--- src/rtl/cartBankPkg.sv ---
package cartBankPkg;
  localparam int ADDR_W     = 16;
  localparam int DATA_W     = 8;
  localparam int ROM_BANK_W = 9;
  localparam int RAM_BANK_W = 4;
  localparam int ROM_OFF_W  = 14;
  localparam int RAM_OFF_W  = 13;
  localparam int ROM_ADDR_W = ROM_BANK_W + ROM_OFF_W;
  localparam int RAM_ADDR_W = RAM_BANK_W + RAM_OFF_W;

  typedef struct packed {
    logic ramEnWr;   // write to the RAM enable command range
    logic romLoWr;   // write to the low byte of the ROM bank
    logic romHiWr;   // write to ROM bank bit 8
    logic ramBankWr; // write to the RAM bank
    logic romSwSel;  // address in the switchable ROM window
    logic ramSel;    // address in the external RAM window
  } bankStb_t;
endpackage

--- src/rtl/cartBankCtrl_decode.sv ---
module cartBankCtrl_decode
  import cartBankPkg::*;
(
  input  logic [ADDR_W-1:0] cpuAddr,
  input  logic              cpuWr,
  output bankStb_t          stb
);
  logic [3:0] nib;
  logic       inRom;

  assign nib   = cpuAddr[ADDR_W-1 -: 4];
  assign inRom = ~cpuAddr[ADDR_W-1];

  always_comb begin
    stb           = '0;
    stb.romSwSel  = inRom & cpuAddr[ADDR_W-2];
    stb.ramSel    = (nib[3:1] == 3'b101);
    if (cpuWr && inRom) begin
      stb.ramEnWr   = (nib[3:1] == 3'b000);
      stb.romLoWr   = (nib == 4'h2);
      stb.romHiWr   = (nib == 4'h3);
      stb.ramBankWr = (nib[3:1] == 3'b010);
    end
  end
endmodule

--- src/rtl/cartBankCtrl_datapath.sv ---
module cartBankCtrl_datapath
  import cartBankPkg::*;
#(
  parameter logic [DATA_W-1:0] ENABLE_KEY = 8'h0A
) (
  input  logic                  clk,
  input  logic                  rstN,
  input  bankStb_t              stb,
  input  logic [ADDR_W-1:0]     cpuAddr,
  input  logic [DATA_W-1:0]     wrData,
  input  logic                  cpuWr,
  output logic [ROM_ADDR_W-1:0] romAddr,
  output logic [RAM_ADDR_W-1:0] ramAddr,
  output logic                  ramCs,
  output logic                  ramWe
);
  logic [ROM_BANK_W-1:0] romBank;
  logic [RAM_BANK_W-1:0] ramBank;
  logic                  ramEn;

  always_ff @(posedge clk) begin
    if (!rstN) begin
      romBank <= ROM_BANK_W'(1);
      ramBank <= '0;
      ramEn   <= 1'b0;
    end else begin
      if (stb.romLoWr)   romBank[7:0] <= wrData;
      if (stb.romHiWr)   romBank[8]   <= wrData[0];
      if (stb.ramBankWr) ramBank      <= wrData[RAM_BANK_W-1:0];
      if (stb.ramEnWr)   ramEn        <= (wrData == ENABLE_KEY);
    end
  end

  always_comb begin
    romAddr = {(stb.romSwSel ? romBank : ROM_BANK_W'(0)), cpuAddr[ROM_OFF_W-1:0]};
    ramAddr = {ramBank, cpuAddr[RAM_OFF_W-1:0]};
    ramCs   = stb.ramSel & ramEn;
    ramWe   = ramCs & cpuWr;
  end

  assert_one_strobe_R11: assert property (@(posedge clk) disable iff (!rstN)
    $onehot0({stb.ramEnWr, stb.romLoWr, stb.romHiWr, stb.ramBankWr}));

  assert_lo_load_R2: assert property (@(posedge clk) disable iff (!rstN)
    stb.romLoWr |=> (romBank[7:0] == $past(wrData)) && $stable(romBank[8]));

  assert_hi_keep_R3: assert property (@(posedge clk) disable iff (!rstN)
    stb.romHiWr |=> (romBank[8] == $past(wrData[0])) && $stable(romBank[7:0]));

  assert_ram_bank_R7: assert property (@(posedge clk) disable iff (!rstN)
    stb.ramBankWr |=> ramBank == $past(wrData[RAM_BANK_W-1:0]));

  assert_idle_stable_R10: assert property (@(posedge clk) disable iff (!rstN)
    !(stb.ramEnWr | stb.romLoWr | stb.romHiWr | stb.ramBankWr)
      |=> $stable(romBank) && $stable(ramBank) && $stable(ramEn));
endmodule

--- src/rtl/cartBankCtrl.sv ---
module cartBankCtrl
  import cartBankPkg::*;
(
  input  logic                  clk,
  input  logic                  rstN,
  input  logic [ADDR_W-1:0]     cpuAddr,
  input  logic [DATA_W-1:0]     cpuData,
  input  logic                  cpuWr,
  output logic                  romSel,
  output logic [ROM_ADDR_W-1:0] romAddr,
  output logic                  ramCs,
  output logic                  ramWe,
  output logic [RAM_ADDR_W-1:0] ramAddr
);
  bankStb_t stb;

  assign romSel = ~cpuAddr[ADDR_W-1];

  cartBankCtrl_decode u_decode (
    .cpuAddr(cpuAddr),
    .cpuWr  (cpuWr),
    .stb    (stb)
  );

  cartBankCtrl_datapath u_datapath (
    .clk    (clk),
    .rstN   (rstN),
    .stb    (stb),
    .cpuAddr(cpuAddr),
    .wrData (cpuData),
    .cpuWr  (cpuWr),
    .romAddr(romAddr),
    .ramAddr(ramAddr),
    .ramCs  (ramCs),
    .ramWe  (ramWe)
  );

  assert_fixed_window_R5: assert property (@(posedge clk) disable iff (!rstN)
    (cpuAddr[15:14] == 2'b00) |-> (romAddr[22:14] == 9'h000));

  assert_ram_gate_R9: assert property (@(posedge clk) disable iff (!rstN)
    ramCs |-> (cpuAddr[15:13] == 3'b101));

  assert_we_gate_R9: assert property (@(posedge clk) disable iff (!rstN)
    ramWe |-> (ramCs && cpuWr));
endmodule

--- config.mk ---
export PLATFORM = sky130hd
export DESIGN_NAME = cartBankCtrl
export DESIGN_NICKNAME = d
export VERILOG_FILES = /design/src/rtl/cartBankPkg.sv /design/src/rtl/cartBankCtrl_decode.sv /design/src/rtl/cartBankCtrl_datapath.sv /design/src/rtl/cartBankCtrl.sv
export SDC_FILE = /design/constraint.sdc
export NUM_CORES = 1
export LEC_CHECK = 0
export ABC_AREA = 1
export BUFFER_PORTS_ARGS = -buffer_cell sky130_fd_sc_hd__buf_2
export CORE_MARGIN = 5
export CORE_UTILIZATION = 35
export CTS_CLUSTER_SIZE = 10
export DETAILED_ROUTE_END_ITERATION = 8
export PLACE_DENSITY_LB_ADDON = 0.3
export SLEW_MARGIN = 20
export SYNTH_ARGS = -nofsm -noshare
export SYNTH_HDL_FRONTEND = slang
export SYNTH_SLANG_ARGS = --single-unit
--- constraint.sdc ---
create_clock -name clk -period 1.1 [get_ports clk]
set_input_delay 0.275 -clock clk [delete_from_list [all_inputs] [get_ports clk]]
set_output_delay 0.275 -clock clk [all_outputs]
set_load 0.01 [all_outputs]
**After elaboration in Yosys (flattened, before gate mapping)**

Index checks and enable logic that the tools add are counted.

- Flip-flop bits (word level): 14
- Bits of input ports: 27
- Word-level logic and storage cells: 17
- Output and inout bits: 43

- Reduce and logical (&&, ||, !) cells: 2
- Eq/ne operators: 5
- Muxes and demuxes: 2
- Bitwise logic cells: 4

Operators with widths:

| cell | number |
|---|---|
| $mux W9 | 1 |
| $eq A4 B2 Y1 const B | 2 |
| $eq A8 B4 Y1 const B | 1 |
| $mux W4 | 1 |
| $and A1 B1 Y1 | 3 |
| $eq A3 B2 Y1 const B | 1 |
| $eq A3 B3 Y1 const B | 1 |
| $logic_not A3 Y1 | 1 |
| $logic_and A1 B1 Y1 | 1 |
| $not A1 Y1 | 1 |

**Depth between registers and ports, before layout**

Gate-level depths: netlist (run 1).

- Word-level depth: 3
- Mapped depth: 6
- Mapped depth without buffers: 6

**By module**

A second synthesis (run 1) with hierarchy kept.

- Cells, all modules: 128
- Area, all modules: 867.1 um^2

Modules (own cells, without submodules):

| module | cells each | times used | area each (um^2) | sequential area each (um^2) |
|---|---|---|---|---|
| cartBankCtrl_datapath | 113 | 1 | 797.0 | 280.3 |
| cartBankCtrl_decode | 14 | 1 | 66.3 | 0.0 |
| cartBankCtrl | 1 | 1 | 3.8 | 0.0 |

**Worst setup path after synthesis (run 1)**

No wires, ideal clock.

- Path type: input port to output port
- Start: in cpuAddr[14]
- End: out ramWe
- Cell stages on the path: 4
- Setup slack: -0.123 ns
- Arrival time: 0.948 ns
- Required time: 0.825 ns
- Path buffers: 1
- Cell sequence: buf_4 > inv_2 > nand2_1 > nor4_1

- Longest elaborated chain between the ends: 3

Ends and longest elaborated chain:

| item | RTL line | RTL |
|---|---|---|
| from (decl) | cartBankCtrl.sv:6 | `input logic [ADDR_W-1:0] cpuAddr,` |
| $eq A3 B3 Y1 | cartBankCtrl_decode.sv:17 | `stb.ramSel = (nib[3:1] == 3'b101);` |
| $and A1 B1 Y1 | cartBankCtrl_datapath.sv:37 | `ramCs = stb.ramSel & ramEn;` |
| $and A1 B1 Y1 | cartBankCtrl_datapath.sv:38 | `ramWe = ramCs & cpuWr;` |
| to (decl) | cartBankCtrl.sv:12 | `output logic ramWe,` |

No other way between the ends.

**Worst setup path after layout (run 1)**

Ends and elaborated chain as after synthesis.

==> flow_metrics.tcl, run 1 <==
set metrics [dict create \
    first_global_vias 866 \
    r2r-end "u_datapath.ramEn" \
    ioPinCount 70 \
    die-area_um2 4030 \
    crit_start "cpuAddr[14]" \
    synth_edf_count 0 \
    power_density_nw_per_um2 996 \
    die_w_um 63.5 \
    area_growth_syn_to_layout_pct 11.5 \
    wl_per_cell_um 10.5 \
    p_leak_nw 0.603 \
    synth_ff_type "dfxtp_1" \
    power_frac_clock_pct 34.0 \
    violations "setup timing" \
    relSlewSlack_pct 84.6 \
    yosys.cell_count.top_type "nor2_1" \
    rr_startpoint "u_datapath.ramEn" \
    layout_setup_ws_ns -0.156 \
    yosysTopAreaCell "dfxtp_1" \
    yosys_warnings 0 \
    route.vias.total 877 \
    io_buffers 33 \
    fmax_ghz 0.796 \
    row_count 19 \
    layout-drive-gt1-share_pct 41.2 \
    wirelength_mm 2.12 \
    synthesis.nets 181 \
    seqPwrFrac_pct 47.4 \
    rrSetupSlack_ns 0.46 \
    path_max_fanout 3 \
    placed_area_um2 1060 \
    ys_seq_elements 14 \
    status "finished, violations left" \
    ys_seq_area_share_pct 28.0 \
    antenna_found_initial 0 \
    die_h_um 63.5 \
    worstSkewPairLatency_ns 0.27 \
    cts_buffer_depth 2 \
    crit_end "ramWe" \
    hold_viol 0 \
    finalClockSkew_ns 0 \
    fin_nets 198 \
    track_usage_pct 10.9 \
    grt_max_degree 15 \
    drc 0 \
    worst_setup_path_start_kind "primary input" \
    diodes 0 \
    fin_util_pct 40.5 \
    final_area_um2 1120 \
    drv_cap 0 \
    dp_slack_ns -0.188 \
    cts.clk_slew.worst_paths_ns 0.10 \
    clock-sinks 14 \
    path_class "in2out" \
    htree_levels 1 \
    viasPerCell 4.36 \
    rsz0062_at_grt "yes" \
    cts.hold.buffers_added 0 \
    p_int_mw 0.805 \
    endpoint_kind "output pin" \
    min_from "cpuData[0]" \
    finalCritPeriodShare_pct 114 \
    p_sw_mw 0.307 \
    avgSynthCellArea_um2 6.51 \
    hold_path.class "in2reg" \
    gp_congestion 0.783 \
    fin_crit_ns 1.26 \
    worstPathArrival_ns 0.98 \
    cts-root-buf "clkbuf_4" \
    synth_area_leaders "dfxtp_1, buf_4, nor2_1" \
    postRouteAntennaNets 0 \
    synth_top_area_share_pct 28.0 \
    syn_inst 154 \
    syn_area_um2 1000 \
    crit_required_ns 0.82 \
    grt_pass1_wl_mm 3.62 \
    reg2regPathDepth 4 \
    synthArstFlopShare_pct 0 \
    post_cts_buffers 0 \
    grt_overflow 0 \
    dr.pass1.iters 4 \
    comb_power_share_pct 18.6 \
    yosys-top-cells-count "nor2_1, buf_4, inv_1, nand2_1, dfxtp_1" \
    finalSetupViolCount 11 \
    sw_frac_of_total_pct 27.6 \
    first_iter_violations 30 \
    nFillCells 312 \
    start_util_pct 36.3 \
    synth.distinct_cells 20 \
    hpwl_mm 1.75 \
    cts_tree "built" \
    worst_pin_slew_ns 0.231 \
    max-vdd-ir-drop_mv 0.751 \
    core_area_um2 2760 \
    cts_buffers 3 \
    drv_slew 0 \
]
-- logic make-up (layout without fill, tap and decap cells) --
group                  after synthesis  after routing  share of synthesized area (%)
and+or+nand+nor                     83             83                           40.0
buffers and inverters               55             71                           31.1
DFF                                 14             14                           28.0
AOI/OAI and AO/OA                    2              2                          0.998
-- worst max-delay path, stage by stage --
cell and delay [ns]:
buf_2 0.12, inv_2 0.05, nand2_1 0.08, nor4_2 0.28, buf_2 0.18
-- layout by cell type (no fill, tap or decap), drive strengths merged --
cell type,Yosys,routed
nor2,42,42
buf,29,41
inv,26,26
nand2,23,23
dfxtp,14,14
nand3,11,11
nand4,4,4
clkbuf,0,4
nor3,2,2
nor4,1,1
o21ai,1,1
a21oi,1,1
-- state kept, by name (all words and copies together), names as in the netlist --
register / cells
u_datapath.romBank: 9
u_datapath.ramBank: 4
u_datapath.ramEn: 1
-- how the worst min path moves through the flow --
stage | endpoint | depth (start not counted)
finish | u_datapath.romBank[0] | 3
global route | u_datapath.romBank[0] | 3
CTS | u_datapath.romBank[0] | 3
detailed placement | u_datapath.romBank[3] | 2
global placement | u_datapath.romBank[6] | 2
floorplan | u_datapath.romBank[8] | 2
-- through the flow --
| stage | TNS, ns | power, mW | hold WS [ns] | cells |
|---|---|---|---|---|
| 2_1_floorplan | -0.0257 | 0.748 | 0.396 | 154 |
| 3_3_place_gp | -1.87 | 0.741 | 0.464 | 197 |
| 3_5_place_dp | -2.26 | 0.746 | 0.475 | 197 |
| 4_1_cts | -0.823 | 1.14 | 0.235 | 201 |
| 5_1_grt | -1.47 | 1.19 | 0.281 | 201 |
| 6_report | -0.672 | 1.11 | 0.239 | 201 |
-- cell type report --
cell class                      instances  area (um^2)  area share (%)
Timing Repair Buffer                   41          225            20.2
Sequential cell                        14          293            26.2
Multi-Input combinational cell         85          427            38.2
Inverter                               26         97.6            8.73
Tap cell                               31         38.8            3.47
Clock buffer                            4         36.3            3.25
-- per-layer routing --
layer	routed length [um]	global-route usage (%)
met5	0	0
met4	15	4.42
met3	177	4.97
met2	962	16.9
met1	965	12.9
-- power groups by stage --
stage          Combinational, mW  Clock [mW]  Sequential [mW]
2_1_floorplan              0.208           0            0.539
3_3_place_gp               0.204           0            0.537
3_5_place_dp               0.208           0            0.538
4_1_cts                    0.209       0.399            0.528
5_1_grt                    0.232       0.424            0.529
6_report                   0.207       0.378            0.527
-- what timing repair did --
action | 4_1_cts | 5_1_grt
pin swaps | 10 | 0
gates resized for setup | 12 | 1
setup endpoints to repair | 11 | 11
(Power assumes the default switching activity.)
==> inputs of run 2 (changes only) <==
Settings changed: CORE_UTILIZATION 35 to 38, CTS_CLUSTER_SIZE 10 to 30, SYNTH_HIERARCHICAL set to 1.
==> run 2 against run 1 <==
Net effect: the flow still finishes with violations (setup timing); flip-flop and latch count is the same; global-route usage grew 0.67 points; first-iteration DRC count shrank 57%; critical path depth shrank 2; register-to-register slack is essentially flat; total power shrank 3.8%; critical path type is now reg2out.
==> flow_metrics.tcl, run 2 <==
set metrics [dict create \
    fmax_ghz 0.861 \
    grt_overflow 0 \
    cts.clk_slew.worst_paths_ns 0.09 \
    worst_pin_slew_ns 0.216 \
    fin_nets 169 \
    final_area_um2 1070 \
    worstPathArrival_ns 0.89 \
    die_w_um 57.8 \
    yosysTopAreaCell "dfxtp_1" \
    area_growth_syn_to_layout_pct 23.5 \
    drv_cap 0 \
    cts_buffers 3 \
    synth.distinct_cells 15 \
    first_global_vias 698 \
    finalClockSkew_ns 0 \
    synth_edf_count 0 \
    final_cell_mix "buf_2, inv_2, nor2_1, o21ai_1, buf_6" \
    max-vdd-ir-drop_mv 0.653 \
    layout-drive-gt1-share_pct 57.4 \
    ys_seq_area_share_pct 32.3 \
    avgSynthCellArea_um2 6.77 \
    rsz0062_at_grt "yes" \
    synth_ff_type "dfxtp_1" \
    dp_slack_ns -0.0894 \
    p_int_mw 0.803 \
    hpwl_mm 1.40 \
    p_total_mw 1.07 \
    row_count 17 \
    crit_required_ns 0.82 \
    dr.pass1.iters 4 \
    yosys_warnings 6 \
    layout_commonest_cell "buf_2" \
    antenna_found_initial 0 \
    multi_input_comb_area_um2 324 \
    finalCritPeriodShare_pct 106 \
    synthesis.nets 155 \
    hold_viol 0 \
    cts.hold.buffers_added 0 \
    hold_path.class "in2reg" \
    syn_inst 128 \
    synth_area_leaders "dfxtp_1, buf_4, nand2_1" \
    post_cts_buffers 0 \
    syn_area_um2 867 \
    largest_reg_flops 9 \
    synth_top_area_share_pct 32.3 \
    path_max_fanout 2 \
    synthArstFlopShare_pct 0 \
    comb_power_share_pct 16.0 \
    worstSkewPairLatency_ns 0.28 \
    endpoint_kind "output pin" \
    first_iter_violations 13 \
    relSlewSlack_pct 85.6 \
    gp_congestion 0.797 \
    layout_setup_ws_ns -0.0609 \
    p_leak_nw 0.618 \
    seqPwrFrac_pct 49.5 \
    viasPerCell 4.39 \
    drv_slew 0 \
    die_h_um 57.8 \
    clock-sinks 14 \
    p_sw_mw 0.267 \
    cts_buffer_depth 2 \
    core_area_um2 2190 \
    die-area_um2 3340 \
    worst_setup_path_start_kind "register" \
    wirelength_mm 1.92 \
    grt_max_degree 15 \
    yosys-top-cells-count "buf_4, nand2_1, inv_1, nor2_1, dfxtp_1" \
    top_register "u_datapath/romBank" \
    status "finished, violations left" \
    track_usage_pct 11.6 \
    power_density_nw_per_um2 999 \
    io_buffers 33 \
    postRouteAntennaNets 0 \
    rr_startpoint "u_datapath/ramEn" \
    crit_start "u_datapath/ramEn" \
    seq_area_um2 289 \
    reg.largest.list "u_datapath/romBank x9, u_datapath/ramBank x4, u_datapath/ramEn x1" \
    power_frac_clock_pct 34.4 \
    ys_seq_elements 14 \
    cts-root-buf "clkbuf_4" \
    diodes 0 \
    finalSetupViolCount 11 \
    min_from "cpuData[7]" \
    fin_crit_ns 1.16 \
    path_class "reg2out" \
    wl_per_cell_um 11.4 \
    cts_tree "built" \
    nFillCells 228 \
    drc 0 \
    route.vias.total 742 \
    setup_tns_ns -0.353 \
    placed_area_um2 882 \
    grt_pass1_wl_mm 2.95 \
    start_util_pct 39.6 \
    ioPinCount 70 \
    htree_levels 1 \
    sw_frac_of_total_pct 25.0 \
    violations "setup timing" \
    whs_ns 0.229 \
    yosys.cell_count.top_type "buf_4" \
]
-- run 2: cell type report --
| type | instances | area share (%) |
|---|---|---|
| Multi-Input combinational cell | 60 | 30.3 |
| Timing Repair Buffer | 39 | 27.5 |
| Sequential cell | 14 | 27.0 |
| Inverter | 24 | 8.64 |
| Clock buffer | 4 | 3.39 |
| Tap cell | 28 | 3.27 |
-- run 2: final timing paths --
path / end / slack, ns / depth (start not counted)
setup reg to reg: u_datapath/ramEn / 0.47 / 2
hold reg to reg: u_datapath/romBank[0] / 0.49 / 2
setup / recovery: ramWe / -0.06 / 3
hold / removal: u_datapath/romBank[7] / 0.23 / 3
-- run 2: cells by family (layout without fill, tap and decap cells) --
logic type | after synthesis | in the layout | share of synthesized area (%)
buffers and inverters | 54 | 67 | 36.1
DFF | 14 | 14 | 32.3
AOI/OAI and AO/OA | 23 | 23 | 14.0
and+or+nand+nor | 37 | 37 | 17.6
-- run 2: routing by layer --
metal  vias up  part of all wire, %  global-route usage, %
li1        385                    -                      -
met1       327                   40                   12.6
met2        25                   49                   19.2
met3         5                  9.3                   3.56
met4         0                  2.2                   7.62
met5         -                    0                      0
-- run 2: what timing repair did --
action                     in CTS  in global routing
cloned                          1                  0
gates resized for setup        18                 32
pin swaps                       0                  9
hold endpoints to repair        0                  0
setup endpoints to repair      11                 11
-- run 2: metrics by stage --
stage / utilization [%] / instances
floorplan: - / 128
global placement: 40.3 / 164
detailed placement: 40.3 / 164
CTS: 44.4 / 169
global route: 48.9 / 169
finish: 48.9 / 169
-- run 2: power by group through the flow --
stage | registers (mW) | clock network, mW | logic [mW]
6_report | 0.530 | 0.368 | 0.172
5_1_grt | 0.532 | 0.406 | 0.186
4_1_cts | 0.528 | 0.382 | 0.156
3_5_place_dp | 0.539 | 0 | 0.136
3_3_place_gp | 0.538 | 0 | 0.135
2_1_floorplan | 0.540 | 0 | 0.163
-- run 2: critical path, stage by stage (launching register included) --
cell and delay, ns:
dfxtp_2 0.34, nand2_2 0.06, nor2_2 0.08, buf_2 0.13
==> inputs of run 3 (changes only) <==
Settings changed: CORE_ASPECT_RATIO set to 1.2, SKIP_LAST_GASP set to 1.
==> run 3 against run 2 <==
Net effect: highest routed layer unchanged; first-iteration DRC count rose by 7.7%; critical path type unchanged; cell count rose by 1.2%; the run still ends with setup timing left; clock skew did not move; largest cell class unchanged.
==> flow_metrics.tcl, run 3 (same netlist as run 2, synthesis figures left out) <==
set metrics [dict create \
    p_total_mw 0.978 \
    violations "setup timing" \
    worst_pin_slew_ns 0.236 \
    worst_setup_path_start_kind "register" \
    cts_buffers 3 \
    wirelength_mm 1.97 \
    gp_congestion 0.766 \
    grt_overflow 0 \
    clock-sinks 14 \
    seq_area_um2 289 \
    final_cell_mix "buf_2, nor2_1, inv_2, o21ai_1, buf_6" \
    path_class "reg2out" \
    power_density_nw_per_um2 932 \
    route.vias.total 736 \
    min_from "cpuData[7]" \
    hold_path.class "in2reg" \
    nFillCells 240 \
    finalClockSkew_ns 0 \
    core_area_um2 2230 \
    wl_per_cell_um 11.5 \
    diodes 0 \
    finalCritPeriodShare_pct 103 \
    finalSetupViolCount 8 \
    rsz0062_at_grt "yes" \
    cts_buffer_depth 2 \
    die-area_um2 3340 \
    cts-root-buf "clkbuf_4" \
    p_sw_mw 0.251 \
    comb_power_share_pct 17.7 \
    ioPinCount 70 \
    die_w_um 53.6 \
    row_count 19 \
    first_global_vias 738 \
    area_growth_syn_to_layout_pct 21.1 \
    grt_max_degree 15 \
    seqPwrFrac_pct 54.2 \
    grt_pass1_wl_mm 3.14 \
    drv_slew 0 \
    worstSkewPairLatency_ns 0.26 \
    crit_required_ns 0.82 \
    viasPerCell 4.30 \
    dp_slack_ns -0.109 \
    met1_length_um 795 \
    rr_startpoint "u_datapath/ramEn" \
    worstPathArrival_ns 0.86 \
    start_util_pct 38.8 \
    path_max_fanout 2 \
    place_inst 166 \
    fin_nets 169 \
    htree_levels 1 \
    placed_area_um2 878 \
    die_h_um 62.3 \
    crit_start "u_datapath/ramEn" \
    fin_crit_ns 1.13 \
    multi_input_comb_area_um2 323 \
    drv_cap 0 \
    sw_frac_of_total_pct 25.7 \
    layout-drive-gt1-share_pct 55.7 \
    setup_tns_ns -0.121 \
    fmax_ghz 0.882 \
    first_iter_violations 14 \
    cts.clk_slew.worst_paths_ns 0.08 \
    cts_tree "built" \
    dr_wl_met2_um 999 \
    max-vdd-ir-drop_mv 0.717 \
    wl_met3_um 153 \
    io_buffers 33 \
    hold_viol 0 \
    antenna_found_initial 0 \
    status "finished, violations left" \
    p_int_mw 0.727 \
    top_register "u_datapath/romBank" \
    layout_setup_ws_ns -0.0336 \
    track_usage_pct 12.2 \
    p_leak_nw 0.604 \
    drc 0 \
    relSlewSlack_pct 84.3 \
    hpwl_mm 1.45 \
    reg.largest.list "u_datapath/romBank x9, u_datapath/ramBank x4, u_datapath/ramEn x1" \
    top_layer_used "met4" \
    postRouteAntennaNets 0 \
    power_frac_clock_pct 28.1 \
    final_area_um2 1050 \
    largest_reg_flops 9 \
    final_cells 171 \
    endpoint_kind "output pin" \
    layout_commonest_cell "buf_2" \
    dr.pass1.iters 3 \
]
## run 3: cell types whose count changed in the layout (fill, tap and decap cells not counted), sizes merged
cell / delta
clkbuf: -1
## run 3: final cells by class
type | count | area share, %
Multi-Input combinational cell | 60 | 30.8
Sequential cell | 14 | 27.5
Timing Repair Buffer | 39 | 27.1
Inverter | 24 | 8.82
Tap cell | 31 | 3.69
Clock buffer | 3 | 2.15
## run 3: timing repair
item,in CTS,in global routing
endpoints found under the hold margin,0,0
pin swaps,5,7
resized for setup,22,25
setup buffers,1,0
endpoints found under the setup margin,11,11
hold buffers,0,0
cloned,1,0
## run 3: per-layer routing
| metal | up-vias | global-route usage, % |
|---|---|---|
| met4 | 0 | 7.03 |
| met2 | 21 | 19.2 |
| li1 | 388 | - |
| met5 | - | 0 |
| met3 | 5 | 2.87 |
| met1 | 322 | 14.5 |
## run 3: worst max-delay path, cell delays in order (launching register included)
cell and delay [ns]:
dfxtp_2 0.33, nand2_2 0.06, nor2_1 0.07, buf_2 0.13
## run 3: worst paths after layout
check / end / slack [ns] / cells past startpoint
worst max register to register: u_datapath/ramEn / 0.46 / 2
worst max-delay path: ramWe / -0.03 / 3
worst min register to register: u_datapath/romBank[0] / 0.50 / 2
worst min-delay path: u_datapath/romBank[7] / 0.24 / 3
## run 3: stage by stage
| stage | util (%) | hold slack, ns |
|---|---|---|
| 6_report | 47.0 | 0.236 |
| 5_1_grt | 47.0 | 0.248 |
| 4_1_cts | 43.7 | 0.229 |
| 3_5_place_dp | 39.3 | 0.466 |
| 3_3_place_gp | 39.3 | 0.459 |
| 2_1_floorplan | - | 0.403 |
## run 3: power by group through the flow
stage | clock network [mW] | registers [mW] | logic, mW
after detailed placement | 0 | 0.538 | 0.136
after global routing | 0.308 | 0.531 | 0.191
final | 0.275 | 0.530 | 0.173
after CTS | 0.289 | 0.528 | 0.161
after global placement | 0 | 0.538 | 0.134
after floorplan | 0 | 0.540 | 0.163
